==> config.mk <==
export PLATFORM = sky130hd
export DESIGN_NAME = frame_urun_mon
export DESIGN_NICKNAME = d
export VERILOG_FILES = /design/src/rtl/fum_pkg.sv /design/src/rtl/fum_frame_tracker.sv /design/src/rtl/fum_sticky_bank.sv /design/src/rtl/fum_or_reduce.sv /design/src/rtl/frame_urun_mon.sv
export SDC_FILE = /design/constraint.sdc
export NUM_CORES = 1
export LEC_CHECK = 0
export ABC_AREA = 1
export BUFFER_PORTS_ARGS = -buffer_cell sky130_fd_sc_hd__buf_2
export CORE_UTILIZATION = 34
export CTS_BUF_LIST = sky130_fd_sc_hd__clkbuf_4 sky130_fd_sc_hd__clkbuf_8
export DETAILED_ROUTE_END_ITERATION = 16
export GPL_TIMING_DRIVEN = 0
export PLACE_DENSITY = 0.56
export SLEW_MARGIN = 20
export SYNTH_ARGS = -nofsm -noshare
export SYNTH_HDL_FRONTEND = slang
export SYNTH_SLANG_ARGS = --single-unit
==> constraint.sdc <==
create_clock -name clk -period 2.05 [get_ports clk]
set_input_delay 0 -clock clk [delete_from_list [all_inputs] [get_ports clk]]
set_output_delay 0 -clock clk [all_outputs]
set_load 0.1 [all_outputs]
==> src/rtl/fum_pkg.sv <==
// Package: shared definitions for the frame-aware underrun monitor.
// Assumes: flag positions are used only inside this block.
package fum_pkg;
    // Position of each sticky error within a channel's flag bank
    localparam int unsigned FLG_URUN  = 0;
    localparam int unsigned FLG_OVR   = 1;
    localparam int unsigned FLG_PERR  = 2;
    localparam int unsigned NUM_FLAGS = 3;
endpackage

==> src/rtl/fum_frame_tracker.sv <==
// Module: fum_frame_tracker
// Tracks one channel's frame state. The start-of-frame and end-of-frame header
// bits open and close the frame. The packet's sample count is decremented on
// every accepted read. Produces the underrun and protocol-error events for the
// flag bank.
// Assumes: pkt_start marks a header before any of its samples are read. A read
// in the same cycle as pkt_start is not counted against either packet.
module fum_frame_tracker #(
    parameter int unsigned LEN_W = 9
) (
    input  logic             clk,
    input  logic             rst_n,
    input  logic             pkt_start,
    input  logic             hdr_sof,
    input  logic             hdr_eof,
    input  logic [LEN_W-1:0] pkt_len,
    input  logic             rd_req,
    input  logic             fifo_empty,
    output logic             in_frame,
    output logic             urun_evt,
    output logic             perr_evt
);
    localparam logic [LEN_W-1:0] LEN_ZERO = '0;
    localparam logic [LEN_W-1:0] LEN_ONE  = LEN_W'(1);

    logic [LEN_W-1:0] remain_q;
    logic             last_eof_q;
    logic             frame_q;
    logic             rd_take;

    // Purpose: a read that actually removes a sample of the current packet
    always_comb rd_take = rd_req && !fifo_empty && (remain_q != LEN_ZERO);

    // Purpose: load the header, count samples and open or close the frame
    always_ff @(posedge clk) begin
        if (!rst_n) begin
            remain_q   <= LEN_ZERO;
            last_eof_q <= 1'b0;
            frame_q    <= 1'b0;
        end else if (pkt_start) begin
            remain_q   <= pkt_len;
            last_eof_q <= hdr_eof;
            if (hdr_eof && (pkt_len == LEN_ZERO)) begin
                frame_q <= 1'b0;
            end else if (hdr_sof) begin
                frame_q <= 1'b1;
            end
        end else if (rd_take) begin
            remain_q <= remain_q - LEN_ONE;
            if ((remain_q == LEN_ONE) && last_eof_q) begin
                frame_q <= 1'b0;
            end
        end
    end

    // Purpose: raise error events from the current frame state
    always_comb begin
        urun_evt = rd_req && fifo_empty && frame_q;
        perr_evt = pkt_start && hdr_sof && frame_q;
    end

    assign in_frame = frame_q;


    frame_open_cause_chk: assert property (@(posedge clk) disable iff (!rst_n)
        $rose(frame_q) |-> $past(pkt_start && hdr_sof));


    frame_close_cause_chk: assert property (@(posedge clk) disable iff (!rst_n)
        $fell(frame_q) |-> ($past(pkt_start && hdr_eof) || $past(rd_req && !fifo_empty)));


    empty_read_keeps_count_chk: assert property (@(posedge clk) disable iff (!rst_n)
        (!pkt_start && fifo_empty) |=> $stable(remain_q));
endmodule

==> src/rtl/fum_sticky_bank.sv <==
// Module: fum_sticky_bank
// Holds a set of sticky error flags for one channel. An event sets its flag.
// The channel clear drops all flags, but an event in the same cycle as the
// clear wins.
// Assumes: events are single-cycle or level pulses in the clk domain.
module fum_sticky_bank #(
    parameter int unsigned W = 3
) (
    input  logic         clk,
    input  logic         rst_n,
    input  logic [W-1:0] evt,
    input  logic         clr,
    output logic [W-1:0] flags
);
    for (genvar b = 0; b < W; b++) begin : g_bit
        logic flag_q;

        // Purpose: set on event, hold until clear, event beats clear
        always_ff @(posedge clk) begin
            if (!rst_n) begin
                flag_q <= 1'b0;
            end else if (evt[b]) begin
                flag_q <= 1'b1;
            end else if (clr) begin
                flag_q <= 1'b0;
            end
        end

        assign flags[b] = flag_q;


        flag_set_chk: assert property (@(posedge clk) disable iff (!rst_n)
            evt[b] |=> flags[b]);


        flag_hold_chk: assert property (@(posedge clk) disable iff (!rst_n)
            (flags[b] && !clr) |=> flags[b]);


        flag_clear_chk: assert property (@(posedge clk) disable iff (!rst_n)
            (clr && !evt[b]) |=> !flags[b]);
    end
endmodule

==> src/rtl/fum_or_reduce.sv <==
// Module: fum_or_reduce
// ORs a per-channel vector into one summary bit.
// Assumes: the input is already registered, so the output is glitch-free.
module fum_or_reduce #(
    parameter int unsigned N = 2
) (
    input  logic [N-1:0] vec,
    output logic         any
);
    // Purpose: combine all channel bits
    always_comb any = |vec;
endmodule

==> src/rtl/frame_urun_mon.sv <==
// Module: frame_urun_mon
// Monitors NUM_CH transmit channels. Each channel has a frame tracker, a write
// guard that blocks writes into a full FIFO, and a bank of sticky flags for
// underrun, overrun and protocol errors. The underrun and overrun flags are
// also ORed across all channels.
// Assumes: all inputs are synchronous to clk. pkt_len is packed, LEN_W bits
// per channel, with channel 0 in the low bits.
module frame_urun_mon #(
    parameter int unsigned NUM_CH = 2,
    parameter int unsigned LEN_W  = 9
) (
    input  logic                    clk,
    input  logic                    rst_n,
    input  logic [NUM_CH-1:0]       pkt_start,
    input  logic [NUM_CH-1:0]       hdr_sof,
    input  logic [NUM_CH-1:0]       hdr_eof,
    input  logic [NUM_CH*LEN_W-1:0] pkt_len,
    input  logic [NUM_CH-1:0]       rd_req,
    input  logic [NUM_CH-1:0]       fifo_empty,
    input  logic [NUM_CH-1:0]       wr_req,
    input  logic [NUM_CH-1:0]       fifo_full,
    input  logic [NUM_CH-1:0]       flag_clr,
    output logic [NUM_CH-1:0]       wr_pass,
    output logic [NUM_CH-1:0]       in_frame,
    output logic [NUM_CH-1:0]       urun_flag,
    output logic [NUM_CH-1:0]       ovr_flag,
    output logic [NUM_CH-1:0]       proto_err,
    output logic                    any_urun,
    output logic                    any_ovr
);
    import fum_pkg::*;

    for (genvar c = 0; c < NUM_CH; c++) begin : g_ch
        logic                 urun_evt;
        logic                 perr_evt;
        logic                 ovr_evt;
        logic [NUM_FLAGS-1:0] evt_vec;
        logic [NUM_FLAGS-1:0] flag_vec;

        fum_frame_tracker #(.LEN_W(LEN_W)) i_trk (
            .clk       (clk),
            .rst_n     (rst_n),
            .pkt_start (pkt_start[c]),
            .hdr_sof   (hdr_sof[c]),
            .hdr_eof   (hdr_eof[c]),
            .pkt_len   (pkt_len[c*LEN_W +: LEN_W]),
            .rd_req    (rd_req[c]),
            .fifo_empty(fifo_empty[c]),
            .in_frame  (in_frame[c]),
            .urun_evt  (urun_evt),
            .perr_evt  (perr_evt)
        );

        // Purpose: pass writes only when the FIFO has room; flag the rest
        always_comb begin
            wr_pass[c] = wr_req[c] && !fifo_full[c];
            ovr_evt    = wr_req[c] && fifo_full[c];
        end

        // Purpose: gather this channel's events in flag-bank order
        always_comb begin
            evt_vec           = '0;
            evt_vec[FLG_URUN] = urun_evt;
            evt_vec[FLG_OVR]  = ovr_evt;
            evt_vec[FLG_PERR] = perr_evt;
        end

        fum_sticky_bank #(.W(NUM_FLAGS)) i_flags (
            .clk  (clk),
            .rst_n(rst_n),
            .evt  (evt_vec),
            .clr  (flag_clr[c]),
            .flags(flag_vec)
        );

        assign urun_flag[c] = flag_vec[FLG_URUN];
        assign ovr_flag[c]  = flag_vec[FLG_OVR];
        assign proto_err[c] = flag_vec[FLG_PERR];


        urun_only_in_frame_chk: assert property (@(posedge clk) disable iff (!rst_n)
            $rose(urun_flag[c]) |-> $past(in_frame[c] && fifo_empty[c]));


        perr_keeps_frame_chk: assert property (@(posedge clk) disable iff (!rst_n)
            (pkt_start[c] && hdr_sof[c] && in_frame[c] && !hdr_eof[c]) |=> (proto_err[c] && in_frame[c]));


        ovr_cause_chk: assert property (@(posedge clk) disable iff (!rst_n)
            $rose(ovr_flag[c]) |-> $past(wr_req[c] && fifo_full[c] && !wr_pass[c]));
    end

    fum_or_reduce #(.N(NUM_CH)) i_any_urun (
        .vec(urun_flag),
        .any(any_urun)
    );

    fum_or_reduce #(.N(NUM_CH)) i_any_ovr (
        .vec(ovr_flag),
        .any(any_ovr)
    );
endmodule

==> impl_metrics.json <==
{
  "r2r-end": "g_ch[0].i_flags.g_bit[0].flag_q",
  "grt_pass1_wl_um": 8630,
  "drtAntennaViolNets": 0,
  "fin_cells": 438,
  "final_nets": 411,
  "cts_inserted_buffers": 3,
  "powerDensity_nw_per_um2": 637,
  "critPathLaunchType": "input pin",
  "hold_end": "g_ch[0].i_flags.g_bit[2].flag_q",
  "die_h_um": 76.4,
  "cp_max_fo": 10,
  "start_util": 0.360,
  "hpwl_um": 3930,
  "h-tree-depth": 1,
  "yosysSeqAreaShare": 0.297,
  "diodes": 0,
  "finalHoldViolCount": 0,
  "syn-cell-area_um2": 1880,
  "overflow": 0,
  "rows": 26,
  "critical_path_class": "in2reg",
  "endpoint_kind": "flip-flop",
  "synth-main-ff-cell": "dfxtp_1",
  "reg2reg_from": "g_ch[0].i_trk.in_frame",
  "place_inst": 419,
  "synth.avg_cell_area_um2": 6.22,
  "io_pins": 48,
  "finalCritPeriodShare": 0.877,
  "drive_gt1_frac": 0.207,
  "ys_ff_latch": 28,
  "grt_pass1_vias": 1881,
  "hp-class": "in2reg",
  "rrSetupSlack_ps": 310,
  "synth_cell_types": 31,
  "syn_nets": 345,
  "root_buffer": "clkbuf_8",
  "nFillCells": 556,
  "p_leak_nw": 1.19,
  "fin_crit_ps": 1800,
  "cp.arrival_ps": 1980,
  "skew_ps": 1.28,
  "synth_cells": 303,
  "maxSlewViolCount": 0,
  "dieArea_um2": 5840,
  "vias": 2110,
  "ys_warn_count": 0,
  "relSlewSlack": 0.617,
  "grt_usage": 0.183,
  "status": "complete, no violations",
  "timing.final.ws_setup_ps": 253,
  "area_growth_pct": 27.8,
  "setup_viol": 0,
  "async_flop_share": 0,
  "gp_congestion": 0.939,
  "rsz0062_at_grt": "false",
  "drc": 0,
  "dr.pass1.iters": 4,
  "clock-sinks": 28,
  "worst_setup_hold_path_clk_slew_ps": 100,
  "synth_edf_count": 0,
  "tightest_slew_ps": 574,
  "routedWlPerCell_um": 11.9,
  "clock_latency_ps": 280,
  "antenna_found_initial": 0,
  "clk_path_buf_depth": 2,
  "max_freq_mhz": 556,
  "grt_max_degree": 16,
  "tns_ps": 0,
  "core_area_um2": 5240,
  "drt_wl_total_um": 5200,
  "crit_required_ps": 2230,
  "dpl-instance-area_um2": 2200,
  "timing.hold.ws_ps": 0.697,
  "portBuffers": 46,
  "maxCapViolCount": 0,
  "drtIter0Drc": 87,
  "cts_tree": "done",
  "holdCritStartpoint": "hdr_sof[0]",
  "reg2reg_depth": 4,
  "cts_resized": 0,
  "pre_cts_ws_ps": 584,
  "ir_drop_uv": 288,
  "avgViaCountPerCell": 4.82,
  "final_cell_area_um2": 2410,
  "die_w_um": 76.4,
  "min_path_cells": 3
}
[synth_stat cells, types with 4 or more instances]
| cell | instances | area share |
|---|---|---|
| nand2_1 | 86 | 0.17 |
| nand3_1 | 38 | 0.10 |
| inv_1 | 32 | 0.064 |
| dfxtp_1 | 28 | 0.30 |
| nor2_1 | 26 | 0.052 |
| a21oi_1 | 25 | 0.066 |
| buf_4 | 9 | 0.036 |
| nor3_1 | 9 | 0.024 |
| o21ai_0 | 9 | 0.024 |
| ha_1 | 6 | 0.040 |
| clkbuf_1 | 4 | 0.0080 |
| nand4_1 | 4 | 0.013 |
[sequential cells by signal (all words and copies together), names as in the netlist]
register	cells
g_ch.i_trk.remain_q	18
g_ch.i_flags.g_bit.flag_q	6
g_ch.i_trk.in_frame	2
g_ch.i_trk.last_eof_q	2
[power breakdown]
group	switching, mW	leakage (nW)	internal (mW)
clock	0.190	0.0288	0.173
combinational	0.350	0.934	0.188
sequential	0.0462	0.231	0.585
total	0.587	1.19	0.946
[stage by stage]
step,power [mW],util
after detailed placement,1.16,0.420
after CTS,1.54,0.460
after global placement,1.16,0.420
after global routing,1.63,0.460
after floorplan,1.03,-
final,1.53,0.460
[layout make-up]
type	count	area [um2]	share of cell area
multi-input cells	224	1090	0.453
flip-flops and latches	28	561	0.233
repair buffers	61	380	0.158
inverters	35	136	0.0567
plain buffers	16	96.3	0.0400
well taps	70	87.6	0.0364
clock buffers	4	55.1	0.0229
[worst max-delay path by stage]
stage,from,endpoint,slack [ps]
CTS,rst_n,g_ch[0].i_flags.g_bit[1].flag_q,230
global route,rst_n,g_ch[0].i_flags.g_bit[1].flag_q,150
floorplan,g_ch[0].i_trk.remain_q[0],g_ch[0].i_trk.remain_q[8],770
finish,rst_n,g_ch[1].i_flags.g_bit[2].flag_q,250
detailed placement,g_ch[0].i_trk.remain_q[0],g_ch[0].i_trk.remain_q[8],580
global placement,g_ch[0].i_trk.remain_q[0],g_ch[0].i_trk.remain_q[8],580
[cell families after synthesis]
kind of cell    count (synthesis)  synth area share
xor+xnor                        2           0.00930
simple gates                  176             0.412
compound gates                 40             0.118
fa+ha+maj                       6            0.0398
flops                          28             0.297
buf+inv                        51             0.123
[per-layer routing]
layer,GRT usage,share of wire
met5,0,0
met3,0.0192,0.064
met2,0.286,0.43
met1,0.257,0.49
met4,0.0654,0.016
[worst max-delay path: stages]
cell and delay, ps:
dlygate4sd3_1 530, buf_2 150, inv_1 160, buf_1 480, a21oi_1 70, dlygate4sd3_1 580
[placed cells by master, fill, tap and decap left out, types with 9 or more instances in the layout]
cell            n
buf_2          48
o21ai_0         9
a21oi_1        25
buf_4           9
inv_1          32
nor2_1         26
dlygate4sd3_1  15
nand3_1        38
nand2_1        86
nor3_1          9
dfxtp_1        28
[repair_timing]
action / 4_1_cts / 5_1_grt
hold buffers: 15 / 0
buffers inserted: 0 / 0
endpoints found under the hold margin: 10 / 0
Note: power is estimated with default switching activity, not from simulation.
